==> config.mk <==
export PLATFORM = sky130hd
export DESIGN_NAME = seg_shadow_loader
export DESIGN_NICKNAME = d
export VERILOG_FILES = /design/src/rtl/seg_shadow_pkg.sv /design/src/rtl/seg_sel_decode.sv /design/src/rtl/seg_desc_check.sv /design/src/rtl/seg_fetch_fsm.sv /design/src/rtl/seg_shadow_bank.sv /design/src/rtl/seg_shadow_loader.sv
export SDC_FILE = /design/constraint.sdc
export NUM_CORES = 1
export LEC_CHECK = 0
export BUFFER_PORTS_ARGS = -buffer_cell sky130_fd_sc_hd__buf_2
export CORE_AREA = 2 2 243 245
export CTS_BUF_LIST = sky130_fd_sc_hd__clkbuf_8
export DETAILED_ROUTE_END_ITERATION = 10
export DIE_AREA = 0 0 245 247
export MAX_ROUTING_LAYER = met4
export PLACE_DENSITY = 0.69
export SYNTH_ARGS = -nofsm -noshare
export SYNTH_HDL_FRONTEND = slang
export SYNTH_SLANG_ARGS = --single-unit
==> constraint.sdc <==
create_clock -name clk -period 3.2 [get_ports clk]
set_input_delay 0.48 -clock clk [delete_from_list [all_inputs] [get_ports clk]]
set_output_delay 0.48 -clock clk [all_outputs]
set_load 0.03 [all_outputs]
==> src/rtl/seg_shadow_pkg.sv <==
package seg_shadow_pkg;

    localparam int NUM_SEG  = 6;
    localparam int SEL_W    = 16;
    localparam int WORD_W   = 32;
    localparam int BASE_W   = 32;
    localparam int LIM_W    = 20;
    localparam int FLAG_W   = 12;
    localparam int IDX_W    = SEL_W - 3;
    localparam int SEG_ID_W = 3;

    typedef enum logic [SEG_ID_W-1:0] {
        SEG_ES = 3'd0,
        SEG_CS = 3'd1,
        SEG_SS = 3'd2,
        SEG_DS = 3'd3,
        SEG_FS = 3'd4,
        SEG_GS = 3'd5
    } seg_id_e;

    typedef enum logic [2:0] {
        FLT_NONE      = 3'd0,
        FLT_CS_DIRECT = 3'd1,
        FLT_TABLE     = 3'd2,
        FLT_NULL      = 3'd3,
        FLT_LIMIT     = 3'd4,
        FLT_ABSENT    = 3'd5,
        FLT_TYPE      = 3'd6,
        FLT_PRIV      = 3'd7
    } fault_e;

    typedef enum logic [2:0] {
        ST_IDLE,
        ST_READ_LO,
        ST_READ_HI,
        ST_CHECK,
        ST_DONE,
        ST_FAULT
    } fsm_e;

    // Decoded descriptor; the low FLAG_W bits form the exported flag field.
    typedef struct packed {
        logic [BASE_W-1:0] base;
        logic [LIM_W-1:0]  limit;
        logic              g;
        logic              d;
        logic              l;
        logic              avl;
        logic              p;
        logic              s;
        logic              x;
        logic              dc;
        logic              rw;
        logic              a;
        logic [1:0]        dpl;
    } desc_t;

    function automatic desc_t unpack_desc(input logic [WORD_W-1:0] lo,
                                          input logic [WORD_W-1:0] hi);
        desc_t d;
        d.base  = {hi[31:24], hi[7:0], lo[31:16]};
        d.limit = {hi[19:16], lo[15:0]};
        d.g     = hi[23];
        d.d     = hi[22];
        d.l     = hi[21];
        d.avl   = hi[20];
        d.p     = hi[15];
        d.dpl   = hi[14:13];
        d.s     = hi[12];
        d.x     = hi[11];
        d.dc    = hi[10];
        d.rw    = hi[9];
        d.a     = hi[8];
        return d;
    endfunction

    function automatic logic type_fits(input seg_id_e seg, input logic s,
                                       input logic x, input logic rw);
        logic ok;
        case (seg)
            SEG_CS:  ok = s && x;
            SEG_SS:  ok = s && !x && rw;
            default: ok = s && (!x || rw);
        endcase
        return ok;
    endfunction

endpackage

==> src/rtl/seg_sel_decode.sv <==
module seg_sel_decode
    import seg_shadow_pkg::*;
#(
    parameter int TLIM_W = 16
) (
    input  logic [SEL_W-1:0]  sel_i,
    input  seg_id_e           seg_i,
    input  logic              far_i,
    input  logic [TLIM_W-1:0] tbl_limit_i,
    output fault_e            fault_o,
    output logic              null_ok_o
);

    logic [IDX_W-1:0] idx;
    logic [IDX_W+2:0] last_byte;
    logic             over_limit;

    assign idx        = sel_i[SEL_W-1:3];
    assign last_byte  = {idx, 3'b111};
    assign over_limit = 32'(last_byte) > 32'(tbl_limit_i);

    // Checks that need no memory access, in fixed priority order.
    always_comb begin
        fault_o   = FLT_NONE;
        null_ok_o = 1'b0;
        if (seg_i == SEG_CS && !far_i) begin
            fault_o = FLT_CS_DIRECT;
        end else if (sel_i[2]) begin
            fault_o = FLT_TABLE;
        end else if (idx == '0) begin
            if (seg_i == SEG_CS || seg_i == SEG_SS) begin
                fault_o = FLT_NULL;
            end else begin
                null_ok_o = 1'b1;
            end
        end else if (over_limit) begin
            fault_o = FLT_LIMIT;
        end
    end

endmodule

==> src/rtl/seg_desc_check.sv <==
module seg_desc_check
    import seg_shadow_pkg::*;
(
    input  seg_id_e    seg_i,
    input  logic [1:0] rpl_i,
    input  logic [1:0] cpl_i,
    input  logic       p_i,
    input  logic       s_i,
    input  logic       x_i,
    input  logic       rw_i,
    input  logic [1:0] dpl_i,
    output fault_e     fault_o
);

    always_comb begin
        if (!p_i) begin
            fault_o = FLT_ABSENT;
        end else if (!type_fits(seg_i, s_i, x_i, rw_i)) begin
            fault_o = FLT_TYPE;
        end else if ((rpl_i > dpl_i) || (cpl_i > dpl_i)) begin
            fault_o = FLT_PRIV;
        end else begin
            fault_o = FLT_NONE;
        end
    end

endmodule

==> src/rtl/seg_fetch_fsm.sv <==
module seg_fetch_fsm
    import seg_shadow_pkg::*;
#(
    parameter int ADDR_W = 32
) (
    input  logic              clk,
    input  logic              rst,
    input  logic              load_valid_i,
    input  seg_id_e           load_seg_i,
    input  logic [SEL_W-1:0]  load_sel_i,
    input  logic [ADDR_W-1:0] tbl_base_i,
    input  fault_e            pre_fault_i,
    input  logic              null_ok_i,
    input  fault_e            chk_fault_i,
    input  logic              mem_ack_i,
    input  logic [WORD_W-1:0] mem_rdata_i,
    output logic              mem_req_o,
    output logic [ADDR_W-1:0] mem_addr_o,
    output logic              busy_o,
    output logic              done_o,
    output logic              fault_o,
    output fault_e            fault_code_o,
    output desc_t             desc_o,
    output seg_id_e           req_seg_o,
    output logic [1:0]        req_rpl_o,
    output logic              wr_en_o,
    output seg_id_e           wr_seg_o,
    output logic [SEL_W-1:0]  wr_sel_o,
    output logic              wr_null_o
);

    localparam logic [ADDR_W-1:0] HI_OFS = ADDR_W'(WORD_W / 8);

    fsm_e              state;
    seg_id_e           seg_q;
    logic [SEL_W-1:0]  sel_q;
    logic [ADDR_W-1:0] addr_q;
    logic [WORD_W-1:0] lo_q;
    logic [WORD_W-1:0] hi_q;
    fault_e            code_q;
    logic              accept;

    assign accept = (state == ST_IDLE) && load_valid_i;

    always_ff @(posedge clk) begin
        if (rst) begin
            state  <= ST_IDLE;
            seg_q  <= SEG_ES;
            sel_q  <= '0;
            addr_q <= '0;
            lo_q   <= '0;
            hi_q   <= '0;
            code_q <= FLT_NONE;
        end else begin
            case (state)
                ST_IDLE: begin
                    if (load_valid_i) begin
                        seg_q  <= load_seg_i;
                        sel_q  <= load_sel_i;
                        addr_q <= tbl_base_i + ADDR_W'({load_sel_i[SEL_W-1:3], 3'b000});
                        if (pre_fault_i != FLT_NONE) begin
                            code_q <= pre_fault_i;
                            state  <= ST_FAULT;
                        end else if (null_ok_i) begin
                            state  <= ST_DONE;
                        end else begin
                            state  <= ST_READ_LO;
                        end
                    end
                end
                ST_READ_LO: begin
                    if (mem_ack_i) begin
                        lo_q  <= mem_rdata_i;
                        state <= ST_READ_HI;
                    end
                end
                ST_READ_HI: begin
                    if (mem_ack_i) begin
                        hi_q  <= mem_rdata_i;
                        state <= ST_CHECK;
                    end
                end
                ST_CHECK: begin
                    if (chk_fault_i != FLT_NONE) begin
                        code_q <= chk_fault_i;
                        state  <= ST_FAULT;
                    end else begin
                        state  <= ST_DONE;
                    end
                end
                default: state <= ST_IDLE;
            endcase
        end
    end

    assign mem_req_o    = (state == ST_READ_LO) || (state == ST_READ_HI);
    assign mem_addr_o   = (state == ST_READ_HI) ? addr_q + HI_OFS : addr_q;
    assign busy_o       = (state != ST_IDLE);
    assign done_o       = (state == ST_DONE);
    assign fault_o      = (state == ST_FAULT);
    assign fault_code_o = (state == ST_FAULT) ? code_q : FLT_NONE;
    assign desc_o       = unpack_desc(lo_q, hi_q);
    assign req_seg_o    = seg_q;
    assign req_rpl_o    = sel_q[1:0];

    // Shadow write: checked descriptor, or a null selector into a data register.
    assign wr_en_o   = ((state == ST_CHECK) && (chk_fault_i == FLT_NONE)) ||
                       (accept && (pre_fault_i == FLT_NONE) && null_ok_i);
    assign wr_null_o = (state == ST_IDLE);
    assign wr_seg_o  = (state == ST_IDLE) ? load_seg_i : seg_q;
    assign wr_sel_o  = (state == ST_IDLE) ? load_sel_i : sel_q;

endmodule

==> src/rtl/seg_shadow_bank.sv <==
module seg_shadow_bank
    import seg_shadow_pkg::*;
(
    input  logic                      clk,
    input  logic                      rst,
    input  logic                      wr_en_i,
    input  seg_id_e                   wr_seg_i,
    input  logic [SEL_W-1:0]          wr_sel_i,
    input  logic                      wr_null_i,
    input  desc_t                     wr_desc_i,
    output logic [NUM_SEG*SEL_W-1:0]  sel_o,
    output logic [NUM_SEG*BASE_W-1:0] base_o,
    output logic [NUM_SEG*LIM_W-1:0]  limit_o,
    output logic [NUM_SEG*FLAG_W-1:0] flags_o,
    output logic [NUM_SEG-1:0]        usable_o
);

    for (genvar i = 0; i < NUM_SEG; i++) begin : g_seg
        logic [SEL_W-1:0] sel_q;
        desc_t            desc_q;
        logic             use_q;
        logic             hit;

        assign hit = wr_en_i && (wr_seg_i == seg_id_e'(SEG_ID_W'(i)));

        always_ff @(posedge clk) begin
            if (rst) begin
                sel_q  <= '0;
                desc_q <= '0;
                use_q  <= 1'b0;
            end else if (hit) begin
                sel_q  <= wr_sel_i;
                desc_q <= wr_null_i ? desc_t'('0) : wr_desc_i;
                use_q  <= !wr_null_i;
            end
        end

        assign sel_o[i*SEL_W +: SEL_W]    = sel_q;
        assign base_o[i*BASE_W +: BASE_W] = desc_q.base;
        assign limit_o[i*LIM_W +: LIM_W]  = desc_q.limit;
        assign flags_o[i*FLAG_W +: FLAG_W] = desc_q[FLAG_W-1:0];
        assign usable_o[i]                = use_q;
    end

endmodule

==> src/rtl/seg_shadow_loader.sv <==
module seg_shadow_loader
    import seg_shadow_pkg::*;
#(
    parameter int ADDR_W = 32,
    parameter int TLIM_W = 16
) (
    input  logic                                     clk,
    input  logic                                     rst,
    input  logic                                     load_valid,
    input  logic [2:0]                               load_seg,
    input  logic [15:0]                              load_sel,
    input  logic                                     load_far,
    input  logic [ADDR_W-1:0]                        tbl_base,
    input  logic [TLIM_W-1:0]                        tbl_limit,
    output logic                                     mem_req,
    output logic [ADDR_W-1:0]                        mem_addr,
    input  logic                                     mem_ack,
    input  logic [31:0]                              mem_rdata,
    output logic                                     busy,
    output logic                                     done,
    output logic                                     fault,
    output logic [2:0]                               fault_code,
    output logic [seg_shadow_pkg::NUM_SEG*16-1:0]    seg_sel_o,
    output logic [seg_shadow_pkg::NUM_SEG*32-1:0]    seg_base_o,
    output logic [seg_shadow_pkg::NUM_SEG*20-1:0]    seg_limit_o,
    output logic [seg_shadow_pkg::NUM_SEG*12-1:0]    seg_flags_o,
    output logic [seg_shadow_pkg::NUM_SEG-1:0]       seg_usable_o,
    output logic [1:0]                               cpl
);

    seg_id_e          in_seg;
    fault_e           pre_fault;
    logic             null_ok;
    fault_e           chk_fault;
    fault_e           code_e;
    desc_t            desc;
    seg_id_e          req_seg;
    logic [1:0]       req_rpl;
    logic             wr_en;
    seg_id_e          wr_seg;
    logic [SEL_W-1:0] wr_sel;
    logic             wr_null;

    assign in_seg     = seg_id_e'(load_seg);
    assign fault_code = code_e;
    assign cpl        = seg_sel_o[SEG_CS*SEL_W +: 2];

    seg_sel_decode #(.TLIM_W(TLIM_W)) u_decode (
        .sel_i       (load_sel),
        .seg_i       (in_seg),
        .far_i       (load_far),
        .tbl_limit_i (tbl_limit),
        .fault_o     (pre_fault),
        .null_ok_o   (null_ok)
    );

    seg_fetch_fsm #(.ADDR_W(ADDR_W)) u_fsm (
        .clk          (clk),
        .rst          (rst),
        .load_valid_i (load_valid),
        .load_seg_i   (in_seg),
        .load_sel_i   (load_sel),
        .tbl_base_i   (tbl_base),
        .pre_fault_i  (pre_fault),
        .null_ok_i    (null_ok),
        .chk_fault_i  (chk_fault),
        .mem_ack_i    (mem_ack),
        .mem_rdata_i  (mem_rdata),
        .mem_req_o    (mem_req),
        .mem_addr_o   (mem_addr),
        .busy_o       (busy),
        .done_o       (done),
        .fault_o      (fault),
        .fault_code_o (code_e),
        .desc_o       (desc),
        .req_seg_o    (req_seg),
        .req_rpl_o    (req_rpl),
        .wr_en_o      (wr_en),
        .wr_seg_o     (wr_seg),
        .wr_sel_o     (wr_sel),
        .wr_null_o    (wr_null)
    );

    seg_desc_check u_check (
        .seg_i   (req_seg),
        .rpl_i   (req_rpl),
        .cpl_i   (cpl),
        .p_i     (desc.p),
        .s_i     (desc.s),
        .x_i     (desc.x),
        .rw_i    (desc.rw),
        .dpl_i   (desc.dpl),
        .fault_o (chk_fault)
    );

    seg_shadow_bank u_bank (
        .clk       (clk),
        .rst       (rst),
        .wr_en_i   (wr_en),
        .wr_seg_i  (wr_seg),
        .wr_sel_i  (wr_sel),
        .wr_null_i (wr_null),
        .wr_desc_i (desc),
        .sel_o     (seg_sel_o),
        .base_o    (seg_base_o),
        .limit_o   (seg_limit_o),
        .flags_o   (seg_flags_o),
        .usable_o  (seg_usable_o)
    );

endmodule

==> results.cfg, run 1 <==
[status]
status = completed

[detailed_routing]
wire_per_inst_microns = 19.9
remaining_drc_errors = 0
wl_microns = 80900
antenna_left = 0
via_count = 20853
viasPerCell = 5.14
drtPass1Iterations = 5
drt_iter0_drc = 1070

[synthesis]
synth_edf_count = 0
synth_top_area_share = 0.471
yosysUniqueCellTypes = 67
syn_inst = 2579
async_flop_share = 0
synth_area_leaders = dfxtp_1, mux2i_1, nand2b_1
synth_most_common_cell = dfxtp_1
ys_ff_latch = 607
ys_seq_area_frac = 0.471
yosys.area.top_type = dfxtp_1
synth_ff_type = dfxtp_1
synthesis.nets = 2715
syn_area_sq_mm = 0.0258
syn_area_per_cell_sq_um = 10.0
yosys_warnings = 0
synth_top_cells_by_count = dfxtp_1, nand2b_1, mux2i_1

[worst_setup_path]
end_kind = output port
crit_required_ns = 2.72
cp-start-kind = flop
r2r_cells = 8
path_max_fanout = 5
r2r_slack_ns = 0.38
arrival_ns = 2.61
r2r_end = u_bank.limit_o[82]$_SDFFE_PP0P_
critPathKind = flop to output port
reg2reg_from = u_bank.g_seg[1].sel_q[1]$_SDFFE_PP0P_

[timing]
finalSetupTns_ns = 0
max_freq_mhz = 324
fin_crit_sh = 0.965
max-slew-margin-rel = 0.420
setup_viol_count_final = 0
skew_ns = 0.0412
layout_min_cycle_time_ns = 3.09
slew_violations = 0
final.setup.worst_slack_ns = 0.111
hold_viol = 0
whs_ns = 0.0717
rsz0062_at_grt = true
tightest_slew_ns = 0.869

[placed_design]
place_ws_ns = 0.166
dp_cells = 3846
gp_congestion = 0.892
dp_hpwl_microns = 57200
io_buffer_count = 630

[cells_and_area]
fin_cells = 4056
filler_cell_count = 5276
final_layout_size_suffix_gt1_frac = 0.262
area_delta_synth_final_pct = 22.8
multi_input_area_sq_mm = 0.0125
register_area_sq_mm = 0.0122
nNetsFinal = 3327

[hold_path]
hold_start = mem_rdata[21]
whs_path_depth = 3
hold_path.class = input pin to flop
whs_endpoint = u_fsm.lo_q[21]$_SDFFE_PP0P_

[cts]
cts_tree = built
cts_max_path_buffers = 3
cts-buffers-inserted = 100
numClockSinks = 607
cts.clk_slew.worst_paths_ns = 0.06
clk_latency_ns = 0.69
cts_root_buffer = clkbuf_8
htree_levels = 3
postCtsSetupRepairBufs = 0

[flow_run]
maxCapViolCount = 0

[global_route]
grt_pass1_vias = 20674
track_usage = 0.265
grt_pass1_wl_microns = 121000
grt_antenna_before_repair = 10
grt-ovfl-total = 0
grt_use_met2 = 0.448
gr-usage-met1 = 0.303
grt_max_degree = 147
top_usage_layer = met2
grtUsageMet3 = 0.0651

[pwr]
vdd_drop_max_v = 0.000398
total_power_uw = 16000
p_leak_uw = 0.0165
power_density_mw_per_mm2 = 504

[floorplan]
dieArea_sq_mm = 0.0605
die_w_microns = 245
fp.dieH_microns = 247
std_cell_rows = 89
ios = 631
start_util = 0.443
core-area_sq_mm = 0.0582
## worst max path at each step
stage	startpoint	end	slack, ns	cells past startpoint
2_1_floorplan	u_fsm.state[0]$_SDFFE_PP0P_	mem_addr[29]	0.34	7
3_3_place_gp	load_sel[3]	u_fsm.addr_q[27]$_SDFFE_PP0P_	0.16	10
3_5_place_dp	load_sel[3]	u_fsm.addr_q[25]$_SDFFE_PP0P_	0.17	10
4_1_cts	u_fsm.state[1]$_SDFFE_PP0P_	mem_addr[4]	0.01	6
5_1_grt	u_fsm.state[0]$_SDFFE_PP0P_	mem_addr[31]	-0.001	7
6_report	u_fsm.state[0]$_SDFFE_PP0P_	mem_addr[31]	0.11	7
## kinds of logic after synthesis
family,count (synthesis),synth area share
multiplexers,469,0.182
adder cells (fa/ha/maj),32,0.0158
XOR/XNOR,39,0.0132
AO/OA/AOI/OAI,257,0.0627
buffers and inverters,221,0.0483
AND/OR/NAND/NOR,954,0.207
flip-flops,607,0.471
## routing by layer
| metal | wire (microns) | up-vias |
|---|---|---|
| met2 | 39900 | 695 |
| met4 | 2670 | 0 |
| li1 | - | 9949 |
| met1 | 32700 | 10062 |
| met3 | 5630 | 147 |
| met5 | 0 | - |
## where the power goes
part           internal, uW  switching (uW)  leakage (uW)
logic                   480             845        0.0104
registers              7660            86.2       0.00490
clock network          3710            3190       0.00119
total                 11800            4120        0.0165
## state kept, by name, indices dropped and copies added, names as in the netlist
register	count
u_fsm.state	3
u_bank.g_seg.use_q	6
u_fsm.code_q	3
u_bank.g_seg.sel_q	96
u_bank.limit_o	120
u_fsm.lo_q	32
u_bank.base_o	192
u_fsm.req_seg_o	3
u_bank.flags_o	72
u_fsm.addr_q	32
u_fsm.hi_q	32
u_fsm.sel_q	16
## layout make-up
class                           count  area share
Clock inverter                     57      0.0109
Timing Repair Buffer              690       0.120
Inverter                           41     0.00494
Sequential cell                   607       0.384
Clock buffer                      125      0.0543
Tap cell                          773      0.0305
Multi-Input combinational cell   1751       0.395
Antenna cell                       12    0.000948
## placed cells by master (no fill, tap or decap), types with 21 or more instances in the layout
cell,Yosys,layout
a21o_1,27,27
a21oi_1,131,131
buf_2,5,626
buf_4,10,36
clkbuf_8,0,125
dfxtp_1,607,602
ha_1,31,31
inv_1,40,75
mux2i_1,468,468
nand2_1,258,256
nand2b_1,472,471
nand3_1,24,22
nand3b_1,61,61
nor2_1,40,40
o21ai_0,21,21
xnor2_1,27,27
## per-stage QoR
step | instance area (sq um) | utilization
final | 31700 | 0.544
after global routing | 31700 | 0.544
after CTS | 31600 | 0.543
after detailed placement | 29300 | 0.504
after global placement | 29300 | 0.504
after floorplan | 25800 | -
## repair_timing
action / CTS / global route
endpoints found under the hold margin: 17 / 0
hold buffers: 16 / 0
gates resized for setup: 12 / 8
pin swaps: 1 / 2
setup endpoints to repair: 9 / 5
## worst max-delay path: stages, from the launching register on
cell	delay, ns
dfxtp_1	0.31
nand4bb_4	0.27
nor4_4	0.33
nand2_1	0.17
nor3_4	0.31
nand3_1	0.15
xnor2_1	0.18
buf_2	0.23
(Power assumes the default switching activity.)
==> inputs of run 2 (changes only) <==
--- a/config.mk
+++ b/config.mk
@@ -5,13 +5,12 @@
 export SDC_FILE = /design/constraint.sdc
 export NUM_CORES = 1
 export LEC_CHECK = 0
-export BUFFER_PORTS_ARGS = -buffer_cell sky130_fd_sc_hd__buf_2
 export CORE_AREA = 2 2 243 245
 export CTS_BUF_LIST = sky130_fd_sc_hd__clkbuf_8
 export DETAILED_ROUTE_END_ITERATION = 10
 export DIE_AREA = 0 0 245 247
+export DONT_BUFFER_PORTS = 1
 export MAX_ROUTING_LAYER = met4
-export PLACE_DENSITY = 0.69
 export SYNTH_ARGS = -nofsm -noshare
 export SYNTH_HDL_FRONTEND = slang
 export SYNTH_SLANG_ARGS = --single-unit
==> run 2 against run 1 <==
Global-route usage fell by 0.88 points. Clock power rose by 5.1%. Final area fell by 6.5%. Register-to-register slack got worse by 0.19 ns. Core utilization fell by 3.5 points. Non-clock buffer count fell by 523. Flip-flop and latch count did not move. Power rose by 1.7%. First-iteration DRC count rose by 5.1%. Hold slack improved by 0.0041 ns. Largest cell class unchanged.
==> results.cfg, run 2 (synthesis gave the netlist of run 1 again) <==
[status]
status = completed

[cts]
htree_levels = 3
cts_max_path_buffers = 3
cts.clk_slew.worst_paths_ns = 0.06
clk_latency_ns = 0.71
numClockSinks = 607
cts_root_buffer = clkbuf_8
cts-buffers-inserted = 101
cts_tree = built

[global_route]
top_usage_layer = met2
grt_max_degree = 373
track_usage = 0.256
grtUsageMet3 = 0.0843
gr-usage-met1 = 0.281
grt-ovfl-total = 0
grt_pass1_vias = 18791
grt_pass1_wl_microns = 116000
grt_antenna_before_repair = 8
grt_use_met2 = 0.426

[timing]
final.setup.worst_slack_ns = 0.112
setup_viol_count_final = 0
max_freq_mhz = 324
hold_viol = 0
slew_violations = 0
fin_crit_sh = 0.965
tightest_slew_ns = 1.20
max-slew-margin-rel = 0.199
finalSetupTns_ns = 0
skew_ns = 0.0358
rsz0062_at_grt = true
layout_min_cycle_time_ns = 3.09

[pwr]
power_density_mw_per_mm2 = 548
comb_power_share = 0.077
total_power_uw = 16200
vdd_drop_max_v = 0.000356
switching_power_uw = 4060
p_int_uw = 12200
clockPowerShare = 0.446
switching_share = 0.250
p_leak_uw = 0.0138
seq_power_share = 0.477

[detailed_routing]
wire_per_inst_microns = 22.4
drtPass1Iterations = 6
remaining_drc_errors = 0
via_count = 18883
drt_iter0_drc = 1125
wl_microns = 79000
viasPerCell = 5.35
antenna_left = 0

[placed_design]
gp_congestion = 0.891
dp_cells = 3226
dp_hpwl_microns = 51700
io_buffer_count = 0
place_ws_ns = 0.164

[worst_setup_path]
end_kind = output port
path_max_fanout = 6
crit_required_ns = 2.72
cp-start-kind = flop
critPathKind = flop to output port
arrival_ns = 2.61

[cells_and_area]
fin_cells = 3532
mostFrequentLayoutCells = dfxtp_1, nand2b_1, mux2i_1, nand2_1
nNetsFinal = 2805
largest_reg_flops = 192
final_common_cell = dfxtp_1
final_layout_size_suffix_gt1_frac = 0.0916
area_delta_synth_final_pct = 14.9
filler_cell_count = 5333

[floorplan]
std_cell_rows = 89
die_w_microns = 245
dieArea_sq_mm = 0.0605
start_util = 0.443
fp.dieH_microns = 247
ios = 631
core-area_sq_mm = 0.0582

[flow_run]
maxCapViolCount = 0

[hold_path]
hold_path.class = input pin to flop
run 2: worst paths after layout:
kind                                 from                              end  slack (ns)  depth (start not counted)
max          u_fsm.addr_q[4]$_SDFFE_PP0P_                     mem_addr[26]        0.11                          7
min                          tbl_base[21]    u_fsm.addr_q[22]$_SDFFE_PP0P_        0.08                          3
max reg2reg   u_fsm.hi_q[14]$_SDFFE_PP0P_  u_bank.flags_o[18]$_SDFFE_PP0P_        0.19                         10
min reg2reg   u_fsm.lo_q[31]$_SDFFE_PP0P_      u_fsm.lo_q[31]$_SDFFE_PP0P_        0.46                          2
run 2: power by group through the flow:
stage | clock network (uW) | registers (uW) | logic [uW]
3_3_place_gp | 0 | 7900 | 1040
6_report | 7250 | 7750 | 1250
5_1_grt | 7760 | 7750 | 1350
2_1_floorplan | 0 | 7880 | 862
3_5_place_dp | 0 | 7910 | 1060
4_1_cts | 7410 | 7740 | 1250
run 2: stage by stage:
step / area [sq um] / hold slack (ns) / utilization
CTS: 29500 / 0.00225 / 0.507
detailed placement: 26200 / 0.445 / 0.450
finish: 29600 / 0.0758 / 0.509
global route: 29600 / 0.0303 / 0.509
global placement: 26200 / 0.440 / 0.450
floorplan: 25800 / 0.425 / -
run 2: repair_timing:
action | in CTS | in global routing
hold buffers | 111 | 0
resized for setup | 5 | 12
cloned | 0 | 0
endpoints found under the hold margin | 275 | 0
pin swaps | 2 | 4
setup buffers | 1 | 1
setup endpoints to repair | 7 | 11
run 2: final cells by class:
class | count | area, sq um | share of cell area
antenna | 9 | 22.5 | 0.000760
clock buffer | 131 | 1800 | 0.0608
clock inverter | 53 | 380 | 0.0128
inverter | 41 | 156 | 0.00528
multi-input combinational | 1751 | 12500 | 0.422
sequential | 607 | 12200 | 0.410
tap | 773 | 967 | 0.0326
timing repair buffer | 167 | 1650 | 0.0556
run 2: per-layer routing:
layer,share of wire,routed length [microns]
met1,0.39,30800
met5,0,0
met2,0.49,38600
met3,0.083,6580
met4,0.038,3030
run 2: worst max-delay path: stages, from the launching register on:
cell,delay (ns)
dfxtp_1,0.38
nand4bb_1,0.22
or3_4,0.46
nand2b_4,0.20
nor2_2,0.15
nand4_1,0.13
xnor2_1,0.21
buf_4,0.19
==> inputs of run 3 (changes only) <==
--- a/config.mk
+++ b/config.mk
@@ -5,10 +5,10 @@
 export SDC_FILE = /design/constraint.sdc
 export NUM_CORES = 1
 export LEC_CHECK = 0
-export CORE_AREA = 2 2 243 245
+export CORE_AREA = 2 2 248 250
 export CTS_BUF_LIST = sky130_fd_sc_hd__clkbuf_8
 export DETAILED_ROUTE_END_ITERATION = 10
-export DIE_AREA = 0 0 245 247
+export DIE_AREA = 0 0 250 252
 export DONT_BUFFER_PORTS = 1
 export MAX_ROUTING_LAYER = met4
 export SYNTH_ARGS = -nofsm -noshare
==> run 3 against run 2 <==
The run now ends with max-slew violations left. Cell count barely moved. First-iteration DRC count rose by 7.0%. Critical path depth did not move. Die area rose by 4.1%. Sequential share of layout area rose by 0.25 points. Clock skew rose by 0.0037 ns. Final area fell by 0.58%. Core utilization fell by 1.9 points. Flip-flop and latch count did not move. Non-clock buffer count rose by 4. Sequential power barely moved. Worst setup slack improved by 0.059 ns. Critical path type unchanged. Largest cell class unchanged.
==> results.cfg, run 3 (synthesis gave the netlist of run 1 again) <==
[cells_and_area]
final_common_cell = dfxtp_1
fin_area_sq_mm = 0.0295
mostFrequentLayoutCells = dfxtp_1, nand2b_1, mux2i_1, nand2_1, a21oi_1
largest_reg_flops = 192
final_layout_size_suffix_gt1_frac = 0.0882
area_delta_synth_final_pct = 14.2
nNetsFinal = 2809

[placed_design]
io_buffer_count = 0
gp_congestion = 0.887
dp_hpwl_microns = 53100
place_area_sq_mm = 0.0262

[worst_setup_path]
reg2reg_from = u_fsm.hi_q[14]$_SDFFE_PP0P_
arrival_ns = 2.55
end_kind = output port
crit_buf_inv = 1
slowest_stage = or3_4
crit_required_ns = 2.72
crit_chain = nand4bb_4 > or3_4 > nand2b_4 > nor2_1 > nand4_1 > xnor2_1 > buf_4
crit_family = simple AND/OR/NAND/NOR gates
cpPeakStageDelay_ns = 0.41
startpoint = u_fsm.state[2]$_SDFFE_PP0P_
cp-start-kind = flop
critPathKind = flop to output port
path_max_fanout = 6

[detailed_routing]
viasPerCell = 5.39
remaining_drc_errors = 0
wire_per_inst_microns = 22.8
drtPass1Iterations = 5
antenna_left = 0
wl_microns = 80400
via_count = 19015
drt_iter0_drc = 1204

[floorplan]
dieArea_sq_mm = 0.0630
ios = 631
fp.dieH_microns = 252
start_util = 0.429
die_w_microns = 250
core-area_sq_mm = 0.0601
std_cell_rows = 90

[pwr]
power_density_mw_per_mm2 = 540
total_power_uw = 15900
vdd_drop_max_v = 0.000297
p_leak_uw = 0.0137

[timing]
slew_violations = 152
max_freq_mhz = 330
fin_crit_sh = 0.947
rsz0062_at_grt = false
tightest_slew_ns = 1.63
skew_ns = 0.0395
layout_min_cycle_time_ns = 3.03
setup_viol_count_final = 0
hold_viol = 0
max-slew-margin-rel = -0.0849
finalSetupTns_ns = 0

[flow_run]
maxCapViolCount = 0

[cts]
cts_max_path_buffers = 3
numClockSinks = 607
clk_latency_ns = 0.71
cts_root_buffer = clkbuf_8
cts_tree = built
cts.clk_slew.worst_paths_ns = 0.06
htree_levels = 3
cts-buffers-inserted = 101

[global_route]
grt-ovfl-total = 0
track_usage = 0.252
grt_pass1_vias = 19183
grt_max_degree = 468
grt_antenna_before_repair = 2
grt_pass1_wl_microns = 120000

[status]
status = finished with violations
violations = max-slew violations

[hold_path]
hold_start = load_sel[2]
hold_path.class = input pin to flop
## run 3: cell types whose count changed in the layout (fill, tap and decap cells not counted), moves of 7 or more
cell / previous run / this run
diode_2: 9 / 2
inv_1: 64 / 71
buf_4: 50 / 59
clkinv_2: 18 / 10
clkbuf_8: 131 / 124
## run 3: what timing repair did
| action | CTS | global route |
|---|---|---|
| hold buffers | 108 | 0 |
| pin swaps | 1 | 4 |
| buffers inserted | 0 | 1 |
| endpoints found under the setup margin | 10 | 7 |
| hold endpoints to repair | 251 | 0 |
| gates resized for setup | 10 | 7 |
## run 3: per-stage QoR
stage | hold WS, ns | cells | worst slack (ns) | util
2_1_floorplan | 0.425 | 2579 | 0.344 | -
3_3_place_gp | 0.442 | 3243 | 0.259 | 0.436
3_5_place_dp | 0.445 | 3243 | 0.248 | 0.436
4_1_cts | 0.00457 | 3526 | 0.0295 | 0.489
5_1_grt | 0.0442 | 3529 | 0.00273 | 0.490
6_report | 0.104 | 3529 | 0.171 | 0.490
## run 3: final timing paths
path / to / slack, ns / cells past startpoint
setup / recovery: mem_addr[26] / 0.17 / 7
hold reg to reg: u_fsm.hi_q[19]$_SDFFE_PP0P_ / 0.45 / 2
setup reg to reg: u_bank.base_o[140]$_SDFFE_PP0P_ / 0.26 / 9
hold / removal: u_fsm.code_q[0]$_SDFFE_PP0P_ / 0.10 / 3
## run 3: per-layer routing
layer / share of wire / global-route usage / vias up
met5: 0 / - / -
met4: 0.030 / 0.0895 / 0
met3: 0.078 / 0.0758 / 130
met2: 0.50 / 0.427 / 624
met1: 0.40 / 0.283 / 9360
li1: - / - / 8901
## run 3: power by group
part / internal (uW) / leakage (uW) / switching, uW
Sequential: 7660 / 0.00490 / 92.4
Clock: 3680 / 0.00117 / 3230
Combinational: 521 / 0.00763 / 740
## run 3: worst min-delay path, delay by kind of cell
| kind | cells | cell delay, ns |
|---|---|---|
| compound gates | 2 | 0.24 |
| buf+inv | 1 | 0.02 |
## run 3: final cells by class
| type | instances | area (sq um) |
|---|---|---|
| Clock buffer | 124 | 1710 |
| Tap cell | 782 | 978 |
| Timing Repair Buffer | 171 | 1620 |
| Clock inverter | 51 | 334 |
| Sequential cell | 607 | 12200 |
| Fill cell | 5618 | 30700 |
| Inverter | 41 | 156 |
| Multi-Input combinational cell | 1751 | 12500 |
| Antenna cell | 2 | 5.00 |
